### config.mk
export PLATFORM = sky130hd
export DESIGN_NAME = llsc_monitor
export DESIGN_NICKNAME = d
export VERILOG_FILES = /design/src/rtl/llsc_pkg.sv /design/src/rtl/llsc_resv_slot.sv /design/src/rtl/llsc_resp_stage.sv /design/src/rtl/llsc_monitor.sv
export SDC_FILE = /design/constraint.sdc
export NUM_CORES = 1
export LEC_CHECK = 0
export ABC_AREA = 1
export BUFFER_PORTS_ARGS = -buffer_cell sky130_fd_sc_hd__buf_2
export CAP_MARGIN = 20
export CORE_MARGIN = 2
export CORE_UTILIZATION = 40
export CTS_BUF_LIST = sky130_fd_sc_hd__clkbuf_16
export CTS_CLUSTER_SIZE = 16
export DETAILED_ROUTE_END_ITERATION = 7
export GPL_TIMING_DRIVEN = 0
export PLACE_DENSITY = 0.59
export REMOVE_ABC_BUFFERS = 1
export SYNTH_ARGS = -nofsm -noshare
export SYNTH_HDL_FRONTEND = slang
export SYNTH_SLANG_ARGS = --single-unit
### constraint.sdc
create_clock -name clk -period 1.75 [get_ports clk]
set_input_delay 0.175 -clock clk [delete_from_list [all_inputs] [get_ports clk]]
set_output_delay 0.175 -clock clk [all_outputs]
set_load 0.01 [all_outputs]
### src/rtl/llsc_pkg.sv
package llsc_pkg;
   localparam int unsigned BYTE_OFF_W = 2;

   function automatic int unsigned id_width(input int unsigned n);
      return (n > 1) ? $clog2(n) : 1;
   endfunction
endpackage

### src/rtl/llsc_resv_slot.sv
module llsc_resv_slot #(
   parameter int unsigned WORD_W = 14
) (
   input  logic              clk,
   input  logic              rst_n,
   input  logic              ll_mine,
   input  logic [WORD_W-1:0] ll_word,
   input  logic              sc_mine,
   input  logic [WORD_W-1:0] sc_word,
   input  logic              snp_valid,
   input  logic [WORD_W-1:0] snp_word,
   input  logic              peer_ok,
   output logic              sc_ok
);
   logic              resv_valid;
   logic [WORD_W-1:0] resv_word;
   logic              snp_kills;
   logic              peer_kills;
   logic              snp_blocks_ll;
   logic              peer_blocks_ll;

   assign snp_kills      = snp_valid && (snp_word == resv_word);
   assign peer_kills     = peer_ok && (sc_word == resv_word);
   assign snp_blocks_ll  = snp_valid && (snp_word == ll_word);
   assign peer_blocks_ll = peer_ok && (sc_word == ll_word);

   // snooped write in the same cycle defeats the store
   assign sc_ok = sc_mine && resv_valid && (sc_word == resv_word) &&
                  !(snp_valid && (snp_word == sc_word));

   always_ff @(posedge clk) begin
      if (!rst_n) begin
         resv_valid <= 1'b0;
         resv_word  <= '0;
      end else if (ll_mine) begin
         resv_valid <= !(snp_blocks_ll || peer_blocks_ll);
         resv_word  <= ll_word;
      end else if (sc_mine || snp_kills || peer_kills) begin
         resv_valid <= 1'b0;
      end
   end


   snoop_clears_chk: assert property (@(posedge clk) disable iff (!rst_n)
      (resv_valid && snp_kills && !ll_mine) |=> !resv_valid);

   sc_clears_chk: assert property (@(posedge clk) disable iff (!rst_n)
      (sc_mine && !ll_mine) |=> !resv_valid);

   race_fails_chk: assert property (@(posedge clk) disable iff (!rst_n)
      (snp_valid && sc_mine && (snp_word == sc_word)) |-> !sc_ok);
endmodule

### src/rtl/llsc_resp_stage.sv
module llsc_resp_stage (
   input  logic clk,
   input  logic rst_n,
   input  logic sc_valid,
   input  logic any_ok,
   output logic resp_valid,
   output logic resp_ok
);
   always_ff @(posedge clk) begin
      if (!rst_n) begin
         resp_valid <= 1'b0;
         resp_ok    <= 1'b0;
      end else begin
         resp_valid <= sc_valid;
         resp_ok    <= sc_valid && any_ok;
      end
   end


   ok_needs_valid_chk: assert property (@(posedge clk) disable iff (!rst_n)
      resp_ok |-> resp_valid);

   valid_follows_sc_chk: assert property (@(posedge clk) disable iff (!rst_n)
      !sc_valid |=> !resp_valid);
endmodule

### src/rtl/llsc_monitor.sv
module llsc_monitor
   import llsc_pkg::*;
#(
   parameter int unsigned NUM_REQ = 2,
   parameter int unsigned ADDR_W  = 32,
   localparam int unsigned REQ_W  = id_width(NUM_REQ),
   localparam int unsigned WORD_W = ADDR_W - BYTE_OFF_W
) (
   input  logic              clk,
   input  logic              rst_n,
   input  logic              ll_valid,
   input  logic [REQ_W-1:0]  ll_id,
   input  logic [ADDR_W-1:0] ll_addr,
   input  logic              sc_valid,
   input  logic [REQ_W-1:0]  sc_id,
   input  logic [ADDR_W-1:0] sc_addr,
   input  logic              snp_valid,
   input  logic [ADDR_W-1:0] snp_addr,
   output logic              sc_resp_valid,
   output logic              sc_resp_ok
);
   initial begin
      if (NUM_REQ < 1 || NUM_REQ > 2)
         $error("llsc_monitor: NUM_REQ must be 1 or 2");
      if (ADDR_W <= BYTE_OFF_W)
         $error("llsc_monitor: ADDR_W too small");
   end

   logic [WORD_W-1:0]  ll_word, sc_word, snp_word;
   logic [NUM_REQ-1:0] ok_vec;
   logic               any_ok;

   assign ll_word  = ll_addr[ADDR_W-1:BYTE_OFF_W];
   assign sc_word  = sc_addr[ADDR_W-1:BYTE_OFF_W];
   assign snp_word = snp_addr[ADDR_W-1:BYTE_OFF_W];
   assign any_ok   = |ok_vec;

   for (genvar g = 0; g < NUM_REQ; g++) begin : g_slot
      logic ll_mine, sc_mine, peer_ok;
      assign ll_mine = ll_valid && (ll_id == REQ_W'(g));
      assign sc_mine = sc_valid && (sc_id == REQ_W'(g));
      assign peer_ok = any_ok && !sc_mine;
      llsc_resv_slot #(.WORD_W(WORD_W)) slot_i (
         .clk      (clk),
         .rst_n    (rst_n),
         .ll_mine  (ll_mine),
         .ll_word  (ll_word),
         .sc_mine  (sc_mine),
         .sc_word  (sc_word),
         .snp_valid(snp_valid),
         .snp_word (snp_word),
         .peer_ok  (peer_ok),
         .sc_ok    (ok_vec[g])
      );
   end

   llsc_resp_stage resp_i (
      .clk       (clk),
      .rst_n     (rst_n),
      .sc_valid  (sc_valid),
      .any_ok    (any_ok),
      .resp_valid(sc_resp_valid),
      .resp_ok   (sc_resp_ok)
   );


   one_winner_chk: assert property (@(posedge clk) disable iff (!rst_n)
      $onehot0(ok_vec));

   ok_only_on_sc_chk: assert property (@(posedge clk) disable iff (!rst_n)
      any_ok |-> sc_valid);
endmodule

# After elaboration in Yosys (flattened, before gate mapping)
# Index checks and enable logic that the tools add are counted.
# W data, S select, Z words.
[classes]
n_bitwise = 2
n_eq_ne = 7
muxes = 4
n_reduce_logical = 35
[op_table]
columns = ["op", "count"]
rows = [
  ["$eq A30 B30 Y1", 7],
  ["$logic_and A1 B1 Y1", 21],
  ["$logic_or A1 B1 Y1", 6],
  ["$logic_not A1 Y1", 5],
  ["$mux W1", 4],
  ["$reduce_bool A2 Y1", 2],
  ["$not A1 Y1", 2],
  ["$reduce_or A2 Y1", 1],
]
[word_totals]
output_inout_bits = 2
elab_cells = 54
inputBits = 103
register_bits = 64

# Depth between registers and ports, before layout
[depth]
ltp_word = 11
ltp_mapped = 13
ltp_nobuf = 12

# Modules after synthesis
# Synthesis repeated with hierarchy kept, for this count alone.
[hier_totals]
hier_cells = 1346
hier_area_um2 = 6994.2
[by_module_without_submodules]
columns = ["module", "cells_per_inst", "area_each_um2", "n_inst", "seq_area_each_um2"]
rows = [
  ["llsc_resv_slot", 664, 3444.6, 2, 620.6],
  ["llsc_resp_stage", 6, 57.6, 1, 40.0],
  ["llsc_monitor", 12, 47.5, 1, 0.0],
]

# Worst setup path after synthesis
# OpenSTA, ideal clock, no wires.
[synth_timing]
path_kind = "reg2reg"
from = "register g_slot[1].slot_i.resv_word[22]"
to = "register g_slot[0].slot_i.resv_valid"
slack_ps = 470
path_stages_with_launch = 11
setup_time_ps = 114
period_less_slack_ps = 1280
n_path_buf = 0
arrival_ps = 1166
required_time_ps = 1636
path_cell_list = "dfxtp_1 xnor2_1 nand2_1 nor2_1 nand2_1 nor2_1 nand3_2 nand2_1 nand4_1 nand2_1 a21oi_2"
[synth_via]
elab_chain_cells = 9
word_cells_on_any_way = 12
cone_classes = "eq/ne (1); mux (1); reduce/logical (10)"
[synth_lines]
columns = ["element", "line", "rtl"]
rows = [
  ["from (decl)", "llsc_resv_slot.sv:16", "logic [WORD_W-1:0] resv_word;"],
  ["from (signal assigned)", "llsc_resv_slot.sv:37", "resv_word <= ll_word;"],
  ["$eq A30 B30 Y1 (*)", "llsc_resv_slot.sv:28", "assign sc_ok = sc_mine && resv_valid && (sc_word == resv_word) &&"],
  ["$logic_and A1 B1 Y1 (*) (2 in a row)", "llsc_resv_slot.sv:28", ""],
  ["$reduce_or A2 Y1 (*)", "llsc_monitor.sv:36", "assign any_ok = |ok_vec;"],
  ["$logic_and A1 B1 Y1 (*)", "llsc_monitor.sv:42", "assign peer_ok = any_ok && !sc_mine;"],
  ["$logic_and A1 B1 Y1", "llsc_resv_slot.sv:25", "assign peer_blocks_ll = peer_ok && (sc_word == ll_word);"],
  ["$logic_or A1 B1 Y1", "llsc_resv_slot.sv:36", "resv_valid <= !(snp_blocks_ll || peer_blocks_ll);"],
  ["$logic_not A1 Y1", "llsc_resv_slot.sv:36", ""],
  ["$mux W1", "llsc_resv_slot.sv:35", "end else if (ll_mine) begin"],
  ["to (signal assigned)", "llsc_resv_slot.sv:36", ""],
  ["to (decl)", "llsc_resv_slot.sv:15", "logic resv_valid;"],
]
# Mark *: on every way between the ends. The rest lies on a longest branch, timed or not.
# A chain may end at the register's enable or synchronous reset.

# Final worst setup path
[layout_timing]
from = "register g_slot[0].slot_i.resv_word[28]"
to = "register g_slot[0].slot_i.resv_valid"
[layout_via]
elab_chain_cells = 9
word_cells_on_any_way = 15
cone_classes = "eq/ne (2); mux (1); reduce/logical (12)"
[layout_lines]
columns = ["element", "line"]
rows = [
  ["from (decl)", "llsc_resv_slot.sv:16"],
  ["from (signal assigned)", "llsc_resv_slot.sv:37"],
  ["$eq A30 B30 Y1", "llsc_resv_slot.sv:23, llsc_resv_slot.sv:28"],
  ["$logic_and A1 B1 Y1 (2 in a row)", "llsc_resv_slot.sv:28"],
  ["$reduce_or A2 Y1", "llsc_monitor.sv:36"],
  ["$logic_and A1 B1 Y1", "llsc_monitor.sv:42"],
  ["$logic_and A1 B1 Y1", "llsc_resv_slot.sv:25"],
  ["$logic_or A1 B1 Y1", "llsc_resv_slot.sv:36"],
  ["$logic_not A1 Y1", "llsc_resv_slot.sv:36"],
  ["$mux W1", "llsc_resv_slot.sv:35"],
]
# Several ways; a longest one is shown, not always the timed one.

==> qor.csv <==
metric,value,unit
outcome,"complete, no violations",
total core area,0.0138,mm^2
worst vdd ir,0.612,mV
Power Total,5.03,mW
First DRT Iteration DRCs,523,
number of global-route vias before repair,5672,
Inserted Clock Buffers,9,
Max Clk Rate,605,MHz
Synth-to-Final Area Change,17.0,%
clk slew on worst S/H paths,0.06,ns
endpoints failing hold,0,
hold_buf cts,0,
fraction of layout cells with a size suffix above 1,15.0,%
Levels on crit path,11,
post-route cell area,0.00656,mm^2
Die Y-Extent,122,um
clk root buf,clkbuf_16,
Hold WS,0.0722,ns
DR WL/cell,16.7,um
worst r2r path cells,11,
crit path from,g_slot[0].slot_i.resv_word[28],
routability-driven placement congestion ratio,0.946,
Initial Utilization,40.7,%
TritonCTS clock tree,done,
first-pass GRT wire length,31500,um
CP bufs+invs,1,
final slew viol count,0,
Worst setup EP type,flop,
Final min period,1.65,ns
H-tree depth,3,
crit path to,g_slot[0].slot_i.resv_valid,
"Seq/Total Area, Yosys",22.9,%
die width,122,um
Crit path max-delay family,simple AND/OR/NAND/NOR gates,
top cell type's share of synthesized area,22.9,%
Yosys reg bits,64,
WS Path Type,flop to flop,
worst path cell trace,inv_1 -> nand2_1 -> o21ai_0 -> nor2_1 -> nand4_1 -> nor2_1 -> nand2_1 -> nor2_2 -> nor2_1 -> nand2_1 -> a21oi_2,
number of port buffers,98,
Routed WL,20300,um
die footprint,0.0150,mm^2
routed vias,6191,
Slew HR,29.0,%
worst slew pin tran,1.07,ns
GR peak layer,met2,
fin crit share,94.4,%
Yosys warnings,0,
Worst Path Arrival,1.90,ns
nets,1129,
grt total ovfl,0,
M1 GR Usage,38.1,%
LEAKAGE,3.05,nW
Clock Sinks,64,
post-route clock skew,0.00631,ns
number of post-CTS setup repair buffers,0,
Ports,105,
Mapped Area,0.00561,mm^2
Worst path slowest cell,dfxtp_2,
clock latency on the worst-skew pair,0.35,ns
gr usage total,28.2,%
syn avg cell area,5.90,um^2
initial antenna violation count,0,
Hold Path Depth,3,
WP data required,1.99,ns
largest net degree at the start of global routing,63,
top post-synthesis cells by area,"dfxtp_1 (23%), nand2_1 (17%), xnor2_1 (12%)",
detailed placement HPWL,16400,um
RSZ-0062 raised after global routing,no,
Worst Hold Class,primary input to flop,
area post-placement,0.00621,mm^2
Netlist cell types,28,
Critical Path Start Type,flop,
Detail Route Antenna Nets,0,
Mapped Cells,950,
CP peak stage delay,0.35,ns
r2r setup slk,0.1,ns
met2 Usage GRT,44.4,%
dominant cell type by area after synthesis,dfxtp_1,
pwr dens,767,mW/mm^2
met3 usage,6.27,%
R2R Path End,g_slot[0].slot_i.resv_valid,
1st-pass router iterations,6,
Worst Path Max Fanout,3,
num rows,43,
via/cell ratio,5.11,
reg2reg start,g_slot[0].slot_i.resv_word[28],
final number of setup-violating endpoints,0,
Ant. Diodes,0,
drt drc,0,
Max Cap Viol,0,
maximum root-to-sink buffer count,2,
==> kinds of logic (layout without fill, tap and decap cells) <==
family                 Yosys count  after routing  share of synthesized area [%]
buffers and inverters          163            244                           11.7
AO/OA/AOI/OAI                  155            155                           14.4
AND/OR/NAND/NOR                466            466                           34.8
XOR/XNOR                       102            102                           16.2
flip-flops                      64             64                           22.9
==> layout make-up <==
type                       count  area, um^2
fill                        1571        7210
multi-input combinational    723        3680
sequential                    64        1280
timing repair buffer         100         546
inverter                     128         484
clock buffer                   9         225
tap                          180         225
clock inverter                 7         110
==> cell usage in the layout (no fill, tap or decap), types with 2 or more instances in the layout <==
cell type,n
o21ai_0,76
and2_1,3
clkinv_1,2
buf_2,98
xor2_1,25
dfxtp_2,3
nor4_1,3
dfxtp_1,61
nand3_1,40
nor2_1,113
clkbuf_16,9
bufinv_16,3
clkinvlp_4,2
nand2_2,2
nor3_1,11
a21oi_1,59
o22ai_1,18
nand3_2,4
nand4_1,31
nor2_2,7
inv_2,17
inv_1,110
or2_2,2
xnor2_1,75
nand2_1,248
buf_16,2
xnor2_2,2
==> per-layer routing <==
layer	routed length, um	vias to the layer above
met5	0	-
li1	-	3157
met1	9210	2777
met3	1460	45
met2	9050	212
met4	563	0
==> synthesized netlist by cell type <==
cell and number:
nand2_1 249, nor2_1 117, inv_1 111, o21ai_0 76
xnor2_1 75, dfxtp_1 64, a21oi_1 59, nand3_1 40
nand4_1 31, xor2_1 25, o22ai_1 18, inv_2 17
clkbuf_1 16, buf_2 13, nor3_1 11, nand3_2 4
nor2_2 4, and2_1 3, buf_6 3, nor4_1 3
clkbuf_2 2, or2_2 2, xnor2_2 2, a21oi_2 1
and2_4 1, buf_4 1, nand2_2 1, o2111ai_1 1
==> tightest hold or removal path, cell delays in order <==
cell and delay [ns]:
buf_2 0.11, nand2_1 0.06, inv_1 0.05
==> how the worst min path moves through the flow <==
stage	from	endpoint
after floorplan	sc_valid	resp_i.resp_valid
after global placement	sc_valid	resp_i.resp_valid
after detailed placement	sc_valid	resp_i.resp_valid
after CTS	sc_valid	resp_i.resp_valid
after global routing	sc_valid	resp_i.resp_valid
final	sc_valid	resp_i.resp_valid
==> report_power, final <==
| group | leakage, nW | switching (mW) | internal [mW] |
|---|---|---|---|
| clock | 0.161 | 0.732 | 1.38 |
| combinational | 2.36 | 0.777 | 0.480 |
| sequential | 0.529 | 0.110 | 1.56 |
| total | 3.05 | 1.62 | 3.41 |
==> sequential cells by signal (all words and copies together), names as in the netlist <==
signal / count
g_slot.slot_i.resv_word: 60
resp_i.resp_ok: 1
resp_i.resp_valid: 1
g_slot.slot_i.resv_valid: 2
==> per-stage QoR <==
step                TNS [ns]  instances  setup WS (ns)  utilization (%)
global placement      -69.97       1193          -2.73             44.6
finish                     0       1211         0.0982             47.6
floorplan              -7.68        915         -0.628                -
global route               0       1211        0.00339             47.6
CTS                        0       1211         0.0448             47.5
detailed placement     -7.59       1195         -0.467             45.1
==> timing repair <==
item,in CTS,in global routing
endpoints found under the setup margin,11,13
resized for setup,1,7
pin swaps,0,2
Power figures use the tool's default switching activity.
